===== config.mk =====
export PLATFORM = sky130hd
export DESIGN_NAME = wk_power_switch
export DESIGN_NICKNAME = d
export VERILOG_FILES = /design/src/rtl/wk_pkg.sv /design/src/rtl/wk_sync.sv /design/src/rtl/wk_detect.sv /design/src/rtl/wk_regs.sv /design/src/rtl/wk_power_switch.sv
export SDC_FILE = /design/constraint.sdc
export NUM_CORES = 1
export LEC_CHECK = 0
export ABC_AREA = 1
export BUFFER_PORTS_ARGS = -buffer_cell sky130_fd_sc_hd__buf_2
export CORE_MARGIN = 10
export CORE_UTILIZATION = 43
export CTS_CLUSTER_DIAMETER = 60
export DETAILED_ROUTE_END_ITERATION = 8
export PLACE_DENSITY = 0.76
export SLEW_MARGIN = 20
export SYNTH_ARGS = -nofsm -noshare
export SYNTH_HDL_FRONTEND = slang
export SYNTH_SLANG_ARGS = --single-unit

===== constraint.sdc =====
create_clock -name clk_i -period 1.1 [get_ports clk_i]
set_clock_uncertainty 0.1 [all_clocks]
set_input_delay 0.275 -clock clk_i [delete_from_list [all_inputs] [get_ports clk_i]]
set_output_delay 0.275 -clock clk_i [all_outputs]
set_load 0.01 [all_outputs]

===== src/rtl/wk_pkg.sv =====
package wk_pkg;

   localparam int CODE_W = 4;
   localparam int REG_AW = 2;

   // bit positions inside a trigger code
   localparam int BIT_EDGE  = 0;
   localparam int BIT_LEVEL = 1;
   localparam int BIT_HIGH  = 2;
   localparam int BIT_LOW   = 3;

   typedef enum logic [REG_AW-1:0] {
      REG_CFG  = 2'd0,
      REG_SEL  = 2'd1,
      REG_STAT = 2'd2,
      REG_PWR  = 2'd3
   } reg_e;

   typedef enum logic [CODE_W-1:0] {
      TRIG_RISE = 4'd5,
      TRIG_HIGH = 4'd6,
      TRIG_FALL = 4'd9,
      TRIG_LOW  = 4'd10
   } trig_e;

   typedef struct packed {
      logic valid;
      logic edge_mode;
      logic act_high;
   } trig_t;

   // exactly one mode bit and one polarity bit make a legal code
   function automatic trig_t decode_code(input logic [CODE_W-1:0] code);
      trig_t t;
      t.valid     = (code[BIT_EDGE] ^ code[BIT_LEVEL]) & (code[BIT_HIGH] ^ code[BIT_LOW]);
      t.edge_mode = code[BIT_EDGE];
      t.act_high  = code[BIT_HIGH];
      return t;
   endfunction

   function automatic logic code_legal(input logic [CODE_W-1:0] code);
      trig_t t;
      t = decode_code(code);
      return t.valid;
   endfunction

endpackage


===== src/rtl/wk_sync.sv =====
module wk_sync #(
   parameter int   WIDTH   = 4,
   parameter int   STAGES  = 2,
   parameter logic RST_VAL = 1'b0
) (
   input  logic             clk_i,
   input  logic             rst_ni,
   input  logic [WIDTH-1:0] d_i,
   output logic [WIDTH-1:0] q_o
);

   localparam logic [WIDTH-1:0] RST_VEC = {WIDTH{RST_VAL}};

   initial begin
      assert (STAGES >= 1 && WIDTH >= 1)
         else $error("wk_sync: STAGES and WIDTH must be at least 1");
   end

   generate
      if (STAGES == 1) begin : g_single
         logic [WIDTH-1:0] flop_q;
         always_ff @(posedge clk_i or negedge rst_ni) begin
            if (!rst_ni) flop_q <= RST_VEC;
            else         flop_q <= d_i;
         end
         assign q_o = flop_q;
      end else begin : g_chain
         logic [WIDTH-1:0] chain_q [STAGES];
         always_ff @(posedge clk_i or negedge rst_ni) begin
            if (!rst_ni) begin
               for (int s = 0; s < STAGES; s++) chain_q[s] <= RST_VEC;
            end else begin
               chain_q[0] <= d_i;
               for (int s = 1; s < STAGES; s++) chain_q[s] <= chain_q[s-1];
            end
         end
         assign q_o = chain_q[STAGES-1];
      end
   endgenerate

endmodule


===== src/rtl/wk_detect.sv =====
module wk_detect
   import wk_pkg::*;
#(
   parameter logic PREV_RST = 1'b0
) (
   input  logic              clk_i,
   input  logic              rst_ni,
   input  logic              sample_i,
   input  logic              sel_i,
   input  logic [CODE_W-1:0] code_i,
   output logic              hit_o
);

   trig_t trig;
   logic  prev_q;
   logic  edge_hit;
   logic  level_hit;

   always_ff @(posedge clk_i or negedge rst_ni) begin
      if (!rst_ni) prev_q <= PREV_RST;
      else         prev_q <= sample_i;
   end

   always_comb begin
      trig      = decode_code(code_i);
      edge_hit  = trig.act_high ? (sample_i & ~prev_q) : (~sample_i & prev_q);
      level_hit = trig.act_high ? sample_i : ~sample_i;
      hit_o     = sel_i & trig.valid & (trig.edge_mode ? edge_hit : level_hit);
   end

   // an edge-mode detection cannot repeat while the sample holds still
   p_edge_single_r4: assert property (@(posedge clk_i) disable iff (!rst_ni)
      (hit_o && trig.edge_mode && $stable(code_i)) |=> !(hit_o && $stable(sample_i) && $stable(code_i)));

endmodule


===== src/rtl/wk_regs.sv =====
module wk_regs
   import wk_pkg::*;
#(
   parameter int NUM_IN = 4,
   parameter int DATA_W = 32
) (
   input  logic                     clk_i,
   input  logic                     rst_ni,
   input  logic                     wr_en_i,
   input  logic [REG_AW-1:0]        addr_i,
   input  logic [DATA_W-1:0]        wdata_i,
   input  logic [NUM_IN-1:0]        hit_i,
   output logic [NUM_IN*CODE_W-1:0] cfg_o,
   output logic [NUM_IN-1:0]        sel_o,
   output logic [NUM_IN-1:0]        stat_o,
   output logic                     pwr_o,
   output logic [DATA_W-1:0]        rdata_o
);

   localparam int CFG_W = NUM_IN * CODE_W;

   logic [CFG_W-1:0]  cfg_q;
   logic [NUM_IN-1:0] sel_q;
   logic [NUM_IN-1:0] stat_q;
   logic              pwr_q;
   logic              wr_cfg, wr_sel, wr_stat, sleep_wr;
   logic [NUM_IN-1:0] clr_mask;
   logic              wake_any;
   logic              unused_wdata_bits;

   assign unused_wdata_bits = ^wdata_i;

   always_comb begin
      wr_cfg   = wr_en_i && (reg_e'(addr_i) == REG_CFG);
      wr_sel   = wr_en_i && (reg_e'(addr_i) == REG_SEL);
      wr_stat  = wr_en_i && (reg_e'(addr_i) == REG_STAT);
      sleep_wr = wr_en_i && (reg_e'(addr_i) == REG_PWR) && wdata_i[0];
      clr_mask = wr_stat ? wdata_i[NUM_IN-1:0] : '0;
      wake_any = |hit_i;
   end

   always_ff @(posedge clk_i or negedge rst_ni) begin
      if (!rst_ni) begin
         cfg_q  <= '0;
         sel_q  <= '0;
         stat_q <= '0;
         pwr_q  <= 1'b1;
      end else begin
         if (wr_cfg) cfg_q <= wdata_i[CFG_W-1:0];
         if (wr_sel) sel_q <= wdata_i[NUM_IN-1:0];
         stat_q <= (stat_q & ~clr_mask) | hit_i;
         if (wake_any)      pwr_q <= 1'b1;
         else if (sleep_wr) pwr_q <= 1'b0;
      end
   end

   always_comb begin
      rdata_o = '0;
      case (reg_e'(addr_i))
         REG_CFG:  rdata_o[CFG_W-1:0]  = cfg_q;
         REG_SEL:  rdata_o[NUM_IN-1:0] = sel_q;
         REG_STAT: rdata_o[NUM_IN-1:0] = stat_q;
         REG_PWR:  rdata_o[0]          = pwr_q;
         default:  rdata_o             = '0;
      endcase
   end

   assign cfg_o  = cfg_q;
   assign sel_o  = sel_q;
   assign stat_o = stat_q;
   assign pwr_o  = pwr_q;

   p_stat_sticky_r9: assert property (@(posedge clk_i) disable iff (!rst_ni)
      !wr_stat |=> ((stat_q & $past(stat_q)) == $past(stat_q)));

   p_wake_sets_r3: assert property (@(posedge clk_i) disable iff (!rst_ni)
      wake_any |=> (pwr_q && ((stat_q & $past(hit_i)) == $past(hit_i))));

   p_sleep_clears_r10: assert property (@(posedge clk_i) disable iff (!rst_ni)
      (sleep_wr && !wake_any) |=> !pwr_q);

   p_pwr_fall_src_r10: assert property (@(posedge clk_i) disable iff (!rst_ni)
      $fell(pwr_q) |-> $past(sleep_wr));

endmodule


===== src/rtl/wk_power_switch.sv =====
module wk_power_switch
   import wk_pkg::*;
#(
   parameter int NUM_IN      = 4,
   parameter int DATA_W      = 32,
   parameter int SYNC_STAGES = 2
) (
   input  logic              clk_i,
   input  logic              rst_ni,
   input  logic [NUM_IN-1:0] pad_i,
   input  logic              wr_en_i,
   input  logic [1:0]        addr_i,
   input  logic [DATA_W-1:0] wdata_i,
   output logic [DATA_W-1:0] rdata_o,
   output logic              pwr_en_o,
   output logic [NUM_IN-1:0] pad_sel_o
);

   localparam int CFG_W = NUM_IN * CODE_W;

   initial begin
      assert (NUM_IN >= 1 && NUM_IN <= 4)
         else $error("wk_power_switch: NUM_IN must be 1 to 4");
      assert (DATA_W >= CFG_W)
         else $error("wk_power_switch: DATA_W too narrow for the trigger codes");
      assert (SYNC_STAGES >= 1)
         else $error("wk_power_switch: SYNC_STAGES must be at least 1");
   end

   logic [NUM_IN-1:0] sync_w;
   logic [NUM_IN-1:0] hit_w;
   logic [NUM_IN-1:0] sel_w;
   logic [NUM_IN-1:0] stat_w;
   logic [CFG_W-1:0]  cfg_w;
   logic              pwr_w;

   wk_sync #(
      .WIDTH   (NUM_IN),
      .STAGES  (SYNC_STAGES),
      .RST_VAL (1'b0)
   ) u_sync (
      .clk_i  (clk_i),
      .rst_ni (rst_ni),
      .d_i    (pad_i),
      .q_o    (sync_w)
   );

   generate
      for (genvar i = 0; i < NUM_IN; i++) begin : g_in
         wk_detect #(.PREV_RST(1'b0)) u_det (
            .clk_i    (clk_i),
            .rst_ni   (rst_ni),
            .sample_i (sync_w[i]),
            .sel_i    (sel_w[i]),
            .code_i   (cfg_w[i*CODE_W +: CODE_W]),
            .hit_o    (hit_w[i])
         );

         p_sel_gate_r7: assert property (@(posedge clk_i) disable iff (!rst_ni)
            $rose(stat_w[i]) |-> $past(sel_w[i]));

         p_legal_code_r8: assert property (@(posedge clk_i) disable iff (!rst_ni)
            $rose(stat_w[i]) |-> $past(code_legal(cfg_w[i*CODE_W +: CODE_W])));
      end
   endgenerate

   wk_regs #(
      .NUM_IN (NUM_IN),
      .DATA_W (DATA_W)
   ) u_regs (
      .clk_i   (clk_i),
      .rst_ni  (rst_ni),
      .wr_en_i (wr_en_i),
      .addr_i  (addr_i),
      .wdata_i (wdata_i),
      .hit_i   (hit_w),
      .cfg_o   (cfg_w),
      .sel_o   (sel_w),
      .stat_o  (stat_w),
      .pwr_o   (pwr_w),
      .rdata_o (rdata_o)
   );

   assign pwr_en_o  = pwr_w;
   assign pad_sel_o = sel_w;

   // a rise of the power enable always follows a newly set or held status
   p_rise_has_status_r11: assert property (@(posedge clk_i) disable iff (!rst_ni)
      $rose(pwr_en_o) |-> (stat_w != '0));

endmodule


Yosys cells after proc, flatten, opt, wreduce, memory -nomap -nowiden
Index checks and enable logic that the tools add are counted.
{"block": "word_totals", "wordCells": 78, "register_bits": 37, "input_bits": 41, "output_inout_bits": 37}
{"block": "op_classes", "reduce_logical": 8, "bitwise_logic": 39, "n_eq_ne": 3, "muxes": 18}
{"op": "bitwise AND 1 bit", "n": 20}
{"op": "2-to-1 mux 1 bit", "n": 14}
{"op": "2-to-1 mux 12 bit", "n": 1}
{"op": "case mux 3 bit (3 select lines)", "n": 1}
{"op": "inverter 1 bit", "n": 8}
{"op": "XOR 1 bit", "n": 8}
{"op": "logical AND 1 bit", "n": 5}
{"op": "bitwise AND 4 bit", "n": 1}
{"op": "equality test 2 bit, second input constant", "n": 2}
{"op": "2-to-1 mux 4 bit", "n": 1}
{"op": "inverter 4 bit", "n": 1}
{"op": "OR 4 bit", "n": 1}
{"op": "case mux 1 bit (4 select lines)", "n": 1}
{"op": "OR reduction 4 bit", "n": 1}
{"op": "equality test 2 x 1 -> 1 bit, second input constant", "n": 1}
{"op": "zero test 2 bit", "n": 1}
{"op": "nonzero test 2 bit", "n": 1}

Longest topological paths before layout
Gate-level depths: netlist of run 1.
{"block": "depth", "word_depth": 7, "depth_mapped": 8}

Cells and area by module
From an unflattened synthesis of run 1, not the netlist that was laid out.
{"block": "hier_totals", "cells_unflattened": 258, "hier_area_um2": 1964.4}
{"mod": "wk_regs", "seq_area_each_um2": 626.9, "area_per_inst_um2": 1363.8, "n_inst": 1, "cells_each": 182}
{"mod": "wk_detect", "seq_area_each_um2": 25.0, "area_per_inst_um2": 92.6, "n_inst": 4, "cells_each": 16}
{"mod": "wk_sync", "seq_area_each_um2": 200.2, "area_per_inst_um2": 230.2, "n_inst": 1, "cells_each": 12}

Worst setup path after synthesis of run 1
OpenSTA, ideal clock, no wires.
{"block": "synth_timing", "path_type": "input to output", "from": "input port addr_i[1]", "to": "output port rdata_o[10]", "arrival_ns": 0.831, "cell_stages": 4, "slack_ns": -0.106, "path_cell_list": "nor2_4 inv_1 buf_4 nor2_1"}
{"block": "synth_between", "elab_chain_len": 2}
{"element": "from (decl)", "line": "wk_power_switch.sv:12", "rtl": "input logic [1:0] addr_i,"}
{"element": "zero test 2 bit", "line": "wk_regs.sv:59", "rtl": "case (reg_e'(addr_i))"}
{"element": "2-to-1 mux 12 bit", "line": "wk_regs.sv:59"}
{"element": "to (decl)", "line": "wk_power_switch.sv:14", "rtl": "output logic [DATA_W-1:0] rdata_o,"}
No other way between the ends.

Worst setup path after layout of run 1
{"block": "layout_timing", "from": "register u_regs.pwr_q, in the netlist u_regs.pwr_o", "to": "output port rdata_o[0]"}
{"block": "layout_between", "elab_chain_len": 1}
{"element": "from (decl)", "line": "wk_regs.sv:25", "rtl": "logic pwr_q;"}
{"element": "from (signal assigned)", "line": "wk_regs.sv:47", "rtl": "pwr_q <= 1'b1;"}
{"element": "from (signal assigned)", "line": "wk_regs.sv:52", "rtl": "if (wake_any) pwr_q <= 1'b1;"}
{"element": "from (signal assigned)", "line": "wk_regs.sv:53", "rtl": "else if (sleep_wr) pwr_q <= 1'b0;"}
{"element": "case mux 1 bit (4 select lines)", "line": "wk_regs.sv:59"}
No other way between the ends.

==> results of run 1 <==
## area by class of cell
type                            instances  area [um2]
Fill cell                             331        1420
Sequential cell                        37         927
Multi-Input combinational cell        148         917
Timing Repair Buffer                   90         779
Inverter                               25        96.3
Clock buffer                            7        86.3
Tap cell                               52        65.1
## registers in the layout, summed over array words and instances (netlist names)
register / flops
u_regs.pwr_o: 1
u_sync.q_o: 4
u_regs.cfg_o: 16
u_sync.g_chain.chain_q: 4
u_regs.sel_o: 4
g_in.u_det.prev_q: 4
u_regs.stat_o: 4
## per-layer routing
| layer | global-route usage [%] | share of wire [%] | vias to the layer above |
|---|---|---|---|
| met4 | 6.19 | 2.1 | 0 |
| met2 | 22.4 | 52 | 64 |
| met3 | 4.13 | 6.1 | 13 |
| met5 | 0 | 0 | - |
| met1 | 15.5 | 40 | 825 |
| li1 | - | - | 825 |
## critical path, cell delays in order (launching register included)
cell	delay, ps
dfstp_2	550
nand3_2	60
nand4_1	70
buf_2	130
## cells by family after synthesis
| kind of cell | Yosys count | synth area share [%] |
|---|---|---|
| buffers and inverters | 49 | 15.3 |
| AND/OR/NAND/NOR | 96 | 22.8 |
| other | 1 | 0.199 |
| flip-flops | 37 | 49.2 |
| AO/OA/AOI/OAI | 36 | 12.4 |
## cells in the final DEF, fill, tap and decap left out, types with 2 or more instances in the layout
cell type	n
a21oi_1	3
a21oi_2	13
buf_12	2
buf_2	31
buf_4	21
buf_6	27
clkbuf_16	2
clkbuf_8	6
conb_1	16
dfrtp_1	36
dlygate4sd3_1	5
inv_1	9
inv_2	15
nand2_1	41
nand2_2	11
nand3_1	3
nand3_2	2
nor2_1	9
nor2_2	7
nor2_4	20
o211ai_1	2
o21ai_0	3
o21ai_1	12
o21ai_2	2
## report_power, final
| part | switching, W | total [W] | internal (W) |
|---|---|---|---|
| registers | 0.000180 | 0.00178 | 0.00160 |
| logic | 0.000725 | 0.00144 | 0.000713 |
| clock network | 0.000468 | 0.000965 | 0.000497 |
| total | 0.00137 | 0.00418 | 0.00281 |
## through the flow
step / utilization (%) / instance area (um2) / cells / worst slack, ps
after CTS: 62.3 / 2670 / 353 / -361
after global placement: 53.2 / 2290 / 327 / -297
after detailed placement: 53.2 / 2290 / 327 / -298
after floorplan: - / 2030 / 234 / -27.3
after global routing: 66.9 / 2870 / 359 / -401
final: 66.9 / 2870 / 359 / -374
## timing repair
item,4_1_cts,5_1_grt
buffers inserted,15,6
pin swaps,16,12
hold buffers,5,0
gates resized for setup,44,30
endpoints found under the setup margin,22,40
endpoints found under the hold margin,40,0
gates cloned,0,4
## worst max path at each step
stage / slack, ps / from / end
after floorplan: -30 / addr_i[1] / rdata_o[10]
after global placement: -300 / addr_i[1] / rdata_o[1]
after detailed placement: -300 / addr_i[1] / rdata_o[8]
after CTS: -360 / u_regs.pwr_o$_DFFE_PN1P_ / rdata_o[0]
after global routing: -400 / u_regs.pwr_o$_DFFE_PN1P_ / rdata_o[0]
final: -370 / u_regs.pwr_o$_DFFE_PN1P_ / rdata_o[0]
==> impl_metrics.json, run 1 <==
{
  "r2r_cells": 7,
  "vias_per_cell": 4.81,
  "synth_top_area_share_pct": 47.8,
  "synthDistinctLibCells": 22,
  "power.total_w": 0.00418,
  "h-tree-depth": 2,
  "syn_inst": 219,
  "holdWs_ps": 118,
  "hpwl_um": 3410,
  "min_period_ps": 1470,
  "grt_setup_unrepaired": "yes",
  "hold_depth": 3,
  "firstDrtPassIters": 4,
  "grt_start_max_net_pins": 38,
  "clk_path_buf_depth": 2,
  "yosysWarnings": 0,
  "die_x_um": 86.2,
  "start_kind": "flip-flop",
  "fin_nets": 348,
  "yosys_register_bits": 37,
  "cts_tree": "yes",
  "violations": "negative setup slack",
  "slew_violations": 0,
  "synthTopCellsByCount": "50 x nand2_1, 36 x dfrtp_1, 23 x inv_1, 23 x nor2_1, 21 x buf_4",
  "synth_seq_area_share_pct": 49.2,
  "fin_crit_sh_pct": 134,
  "holdPathEnd": "u_regs.cfg_o[12]$_DFFE_PN0P_",
  "yosysMostFrequentCell": "nand2_1",
  "grt_pass1_vias": 1775,
  "fin_setup_tns_ps": -5840,
  "area_delta_synth_final_pct": 52.4,
  "synth_ff_type": "dfrtp_1",
  "ys_async_sr_fraction_pct": 100,
  "core.rowCount": 24,
  "worst_ep_arrival_time_ps": 1100,
  "status": "finished with violations",
  "initialDrtViolationCount": 107,
  "critPathKind": "flip-flop to output pin",
  "track_usage_pct": 13.5,
  "antenna_left": 0,
  "drv_cap": 0,
  "r2r_end": "u_regs.pwr_o$_DFFE_PN1P_",
  "synth_area_mm2": 0.00188,
  "initial_utilization_pct": 43.9,
  "cts_root_buffer": "clkbuf_8",
  "powerDensity_mw_per_mm2": 1460,
  "synth_area_leaders": "dfrtp_1 48%, nand2_1 10%, buf_4 8.4%, a21oi_2 5.6%, inv_1 4.6%",
  "grt_antenna_before_repair": 0,
  "cts_buffers": 5,
  "synth_edf_count": 0,
  "cp_max_fo": 2,
  "cts.sinks": 37,
  "leakage_nw": 1.41,
  "crit_required_ps": 720,
  "core_area_mm2": 0.00429,
  "pin_count": 78,
  "hold_path.startpoint": "wdata_i[12]",
  "routabilityCongestion": 0.841,
  "die_y_um": 86.2,
  "grt_overflow": 0,
  "grt_pass1_wl_um": 8160,
  "path_clk_slew_ps": 70,
  "ir_drop_uv": 737,
  "clk_latency_ps": 290,
  "final_layout_size_suffix_gt1_share_pct": 54.1,
  "die-area_mm2": 0.00743,
  "reg2reg_from": "u_regs.cfg_o[11]$_DFFE_PN0P_",
  "hp-class": "input port to flip-flop",
  "n_antenna_cell": 0,
  "worstSetupEndpointType": "output pin",
  "syn_area_per_cell_um2": 8.60,
  "fmax_ghz": 0.679,
  "setup_violations": 33,
  "rrSetupSlack_ps": -100,
  "wl_per_cell_um": 15.4,
  "drcViolationCount": 0,
  "yosys.area.top_type": "dfrtp_1",
  "vias": 1727,
  "finalHoldViolCount": 0,
  "wl_um": 5520,
  "port_buffers": 45,
  "layout_setup_ws_ps": -374
}
Power figures use the tool's default switching activity.
==> run 2, diff against run 1 <==
ABC_AREA = 0   (was 1)
==> run 2 against run 1 <==
The run still ends with negative setup slack left. Via count fell by 16%. Sequential power rose by 4%. Clock power rose by 1%. Final cell count fell by 16%. Critical path type unchanged. Critical endpoint unchanged.
==> impl_metrics.json, run 2 <==
{
  "yosys.area.top_type": "dfrtp_1",
  "grt_pass1_wl_um": 8030,
  "die_x_um": 85.3,
  "final_layout_size_suffix_gt1_share_pct": 62.5,
  "fin_nets": 293,
  "cts.sinks": 37,
  "synth_top_area_share_pct": 49.1,
  "yosysMostFrequentCell": "dfrtp_1",
  "cts_buffers": 5,
  "h-tree-depth": 2,
  "grt_start_max_net_pins": 19,
  "die_y_um": 85.3,
  "pin_count": 78,
  "synthDistinctLibCells": 29,
  "vias_per_cell": 4.79,
  "wl_per_cell_um": 17.6,
  "min_period_ps": 1640,
  "start_kind": "flip-flop",
  "routabilityCongestion": 0.803,
  "finalHoldViolCount": 0,
  "path_clk_slew_ps": 70,
  "cts_tree": "yes",
  "synth_seq_area_share_pct": 50.6,
  "grt_setup_unrepaired": "yes",
  "slew_violations": 0,
  "initial_utilization_pct": 45.2,
  "track_usage_pct": 13.6,
  "violations": "negative setup slack",
  "grt_pass1_vias": 1619,
  "ir_drop_uv": 1040,
  "fin_setup_tns_ps": -8580,
  "worstSetupEndpointType": "output pin",
  "grt_overflow": 0,
  "leakage_nw": 1.44,
  "status": "finished with violations",
  "layout_common_cells": "39 x buf_6, 34 x dfrtp_1, 29 x buf_4",
  "cts_root_buffer": "clkbuf_8",
  "wl_um": 5330,
  "synthTopCellsByCount": "36 x dfrtp_1, 21 x buf_4, 12 x and2_1",
  "syn_area_per_cell_um2": 12.2,
  "syn_inst": 150,
  "synth_ff_type": "dfrtp_1",
  "critPathKind": "flip-flop to output pin",
  "powerDensity_mw_per_mm2": 1590,
  "dpl_worst_slack_ps": -427,
  "synth_area_mm2": 0.00183,
  "area_delta_synth_final_pct": 59.5,
  "drcViolationCount": 0,
  "fin_crit_sh_pct": 149,
  "core.rowCount": 23,
  "place_area_mm2": 0.00229,
  "clk_path_buf_depth": 2,
  "final_common_cell": "buf_6",
  "crit_required_ps": 720,
  "fmax_ghz": 0.611,
  "die-area_mm2": 0.00727,
  "setup_violations": 38,
  "clk_latency_ps": 290,
  "hpwl_um": 3340,
  "design_area_mm2": 0.00292,
  "largest_reg_flops": 16,
  "antenna_left": 0,
  "initialDrtViolationCount": 84,
  "grt_antenna_before_repair": 0,
  "yosysWarnings": 0,
  "cp_max_fo": 2,
  "hp-class": "input port to flip-flop",
  "layout_setup_ws_ps": -537,
  "yosys_register_bits": 37,
  "worst_ep_arrival_time_ps": 1260,
  "port_buffers": 45,
  "synth_edf_count": 0,
  "vias": 1452,
  "ys_async_sr_fraction_pct": 100,
  "synth_area_leaders": "dfrtp_1 49%, buf_4 8.6%, mux2_4 8.2%, mux2_2 6.1%, and2_1 4.1%",
  "firstDrtPassIters": 4,
  "core_area_mm2": 0.00406,
  "drv_cap": 0,
  "n_antenna_cell": 0
}
-- run 2: repair_timing --
item	CTS	global route
resized for setup	52	26
hold buffers	5	0
pin swaps	5	13
buffers inserted	11	11
endpoints found under the setup margin	42	39
hold endpoints to repair	11	0
-- run 2: kinds of logic after synthesis --
| family | Yosys count | share of synthesized area, % |
|---|---|---|
| other cells | 1 | 0.205 |
| flops | 37 | 50.6 |
| buf+inv | 24 | 10.0 |
| mux | 24 | 17.2 |
| simple gates | 43 | 14.7 |
| xor+xnor | 4 | 1.91 |
| compound gates | 17 | 5.32 |
-- run 2: layout make-up --
| cell class | instances | area, um2 |
|---|---|---|
| fillers | 260 | 1130 |
| flip-flops and latches | 37 | 930 |
| repair buffers | 104 | 922 |
| multi-input cells | 104 | 920 |
| clock buffers | 8 | 90.1 |
| well taps | 50 | 62.6 |
-- run 2: power breakdown --
group / total [W] / switching [W] / leakage (nW) / internal, W
clock network: 0.000978 / 0.000467 / 0.0455 / 0.000511
logic: 0.00181 / 0.000629 / 0.960 / 0.00118
registers: 0.00186 / 0.000226 / 0.434 / 0.00163
total: 0.00465 / 0.00132 / 1.44 / 0.00333
-- run 2: metal layers --
layer | part of all wire [%] | vias up | track usage, % | routed length, um
met3 | 7.1 | 7 | 6.02 | 379
met4 | 1.6 | 0 | 4.64 | 85
li1 | - | 674 | - | -
met2 | 53 | 56 | 23.6 | 2810
met1 | 39 | 715 | 14.3 | 2060
met5 | 0 | - | 0 | 0
-- run 2: stage by stage --
| stage | instances | hold slack (ps) | total power, W | utilization, % |
|---|---|---|---|---|
| floorplan | 165 | -121 | 0.00249 | - |
| CTS | 295 | 112 | 0.00437 | 67.9 |
| global route | 303 | 113 | 0.00490 | 72.1 |
| finish | 303 | 120 | 0.00465 | 72.1 |
| global placement | 271 | 71.7 | 0.00296 | 56.5 |
| detailed placement | 271 | 73.0 | 0.00302 | 56.5 |
-- run 2: worst paths after layout --
check                                                          from                            to  slack, ps  depth (start not counted)
worst max-delay path                    u_regs.cfg_o[0]$_DFFE_PN0P_                    rdata_o[0]       -540                          2
worst max register to register         u_regs.cfg_o[14]$_DFFE_PN0P_      u_regs.pwr_o$_DFFE_PN1P_       -470                          4
worst min-delay path                                    wdata_i[14]  u_regs.cfg_o[14]$_DFFE_PN0P_        120                          2
max in group asynchronous                                    rst_ni   u_regs.sel_o[0]$_DFFE_PN0P_        200                          3
worst min register to register  u_sync.g_chain.chain_q[4]$_DFF_PN0_       u_sync.q_o[0]$_DFF_PN0_        250                          0
min in group asynchronous                                    rst_ni   u_regs.cfg_o[5]$_DFFE_PN0P_        290                          2
-- run 2: critical path, stage by stage (launching register included) --
cell and delay, ps:
dfrtp_1 380, mux4_2 450, buf_2 150
==> run 3, diff against run 2 <==
MAX_ROUTING_LAYER = met4   (was unset)
SLEW_MARGIN = 0   (was 20)
==> run 3 against run 2 <==
The run still ends with negative setup slack left. Clock-buffer cell count unchanged. Core utilization is the same. First-iteration DRC count shrank 4.8%. Via count grew 0.69%. Global-route usage increased by 0.39 points. Critical path depth unchanged. Total power decreased by 0.15%. Combinational power barely moved. Critical path type unchanged. Largest power group unchanged.
==> impl_metrics.json, run 3 (synthesized netlist as in run 2, its figures left out) <==
{
  "place_area_mm2": 0.00229,
  "cts_root_buffer": "clkbuf_8",
  "wl_um": 5310,
  "vias_per_cell": 4.83,
  "design_area_mm2": 0.00292,
  "core_area_mm2": 0.00406,
  "final_layout_size_suffix_gt1_share_pct": 62.5,
  "die-area_mm2": 0.00727,
  "clk_latency_ps": 290,
  "area_delta_synth_final_pct": 59.5,
  "path_clk_slew_ps": 70,
  "vias": 1462,
  "grt_setup_unrepaired": "yes",
  "h-tree-depth": 2,
  "core.rowCount": 23,
  "initialDrtViolationCount": 80,
  "fin_crit_sh_pct": 149,
  "pin_count": 78,
  "track_usage_pct": 14.0,
  "slew_violations": 0,
  "worst_ep_arrival_time_ps": 1260,
  "clk_path_buf_depth": 2,
  "ir_drop_uv": 1040,
  "cp_max_fo": 2,
  "leakage_nw": 1.44,
  "grt_pass1_wl_um": 8030,
  "status": "finished with violations",
  "layout_common_cells": "39 x buf_6, 34 x dfrtp_1, 29 x buf_4",
  "final_common_cell": "buf_6",
  "die_x_um": 85.3,
  "die_y_um": 85.3,
  "critical-path-max-stage-delay_ps": 450,
  "port_buffers": 45,
  "fmax_ghz": 0.610,
  "hp-class": "input port to flip-flop",
  "violations": "negative setup slack",
  "crit_path_top_delay_cell": "mux4_2",
  "critPathKind": "flip-flop to output pin",
  "cp_cell_sequence": "mux4_2 -> buf_2",
  "holdWs_ps": 120,
  "antenna_left": 0,
  "cts_buffers": 5,
  "fin_nets": 293,
  "min_period_ps": 1640,
  "drcViolationCount": 0,
  "fin_setup_tns_ps": -8540,
  "grt_antenna_before_repair": 0,
  "largest_reg_flops": 16,
  "grt_pass1_vias": 1615,
  "start_kind": "flip-flop",
  "grt_start_max_net_pins": 19,
  "powerDensity_mw_per_mm2": 1590,
  "setup_violations": 38,
  "crit_required_ps": 720,
  "layout_setup_ws_ps": -538,
  "grt_overflow": 0,
  "finalHoldViolCount": 0,
  "drv_cap": 0,
  "hpwl_um": 3340,
  "firstDrtPassIters": 4,
  "fin_util_pct": 72.1,
  "cts.sinks": 37,
  "n_antenna_cell": 0,
  "routabilityCongestion": 0.814,
  "worstSetupEndpointType": "output pin",
  "wl_per_cell_um": 17.5,
  "cts_tree": "yes",
  "initial_utilization_pct": 45.2
}
run 3: repair_timing:
action                     4_1_cts  5_1_grt
setup endpoints to repair       42       39
hold buffers                     5        0
hold endpoints to repair        11        0
pin swaps                        5       13
buffers inserted                11       11
gates resized for setup         52       26
run 3: metal layers:
metal  wire [um]  GRT usage [%]
met1        2030           15.0
met2        2820           23.5
met3         366           5.07
met4          86           4.64
met5           0              -
run 3: final cells by class:
class                   instances  area (um2)
repair buffers                104         922
multi-input cells             104         920
well taps                      50        62.6
fillers                       260        1130
flip-flops and latches         37         930
clock buffers                   8        90.1
run 3: worst max-delay path: cells and delay by family (launching register included):
| kind | cells | cell delay, ps |
|---|---|---|
| buffers and inverters | 1 | 150 |
| flip-flops | 1 | 380 |
| multiplexers | 1 | 450 |
run 3: worst paths after layout:
kind | start | end | slack (ps) | depth (start not counted)
max reg2reg | u_regs.cfg_o[14]$_DFFE_PN0P_ | u_regs.pwr_o$_DFFE_PN1P_ | -480 | 4
max in group asynchronous | rst_ni | u_regs.cfg_o[14]$_DFFE_PN0P_ | 200 | 3
min reg2reg | u_sync.g_chain.chain_q[4]$_DFF_PN0_ | u_sync.q_o[0]$_DFF_PN0_ | 240 | 0
min in group asynchronous | rst_ni | u_regs.cfg_o[5]$_DFFE_PN0P_ | 290 | 2
max | u_regs.cfg_o[0]$_DFFE_PN0P_ | rdata_o[0] | -540 | 2
min | wdata_i[11] | u_regs.cfg_o[11]$_DFFE_PN0P_ | 120 | 2
run 3: per-stage QoR:
stage                     setup slack, ps  instances  power [W]
final                                -538        303    0.00464
after global routing                 -596        303    0.00490
after CTS                            -556        295    0.00437
after detailed placement             -427        271    0.00302
after global placement               -401        271    0.00296
after floorplan                      -314        165    0.00249
run 3: power by group:
group	switching, W	leakage (nW)	internal (W)	total (W)
Combinational	0.000627	0.960	0.00118	0.00181
Sequential	0.000226	0.434	0.00163	0.00186
Clock	0.000463	0.0455	0.000511	0.000974
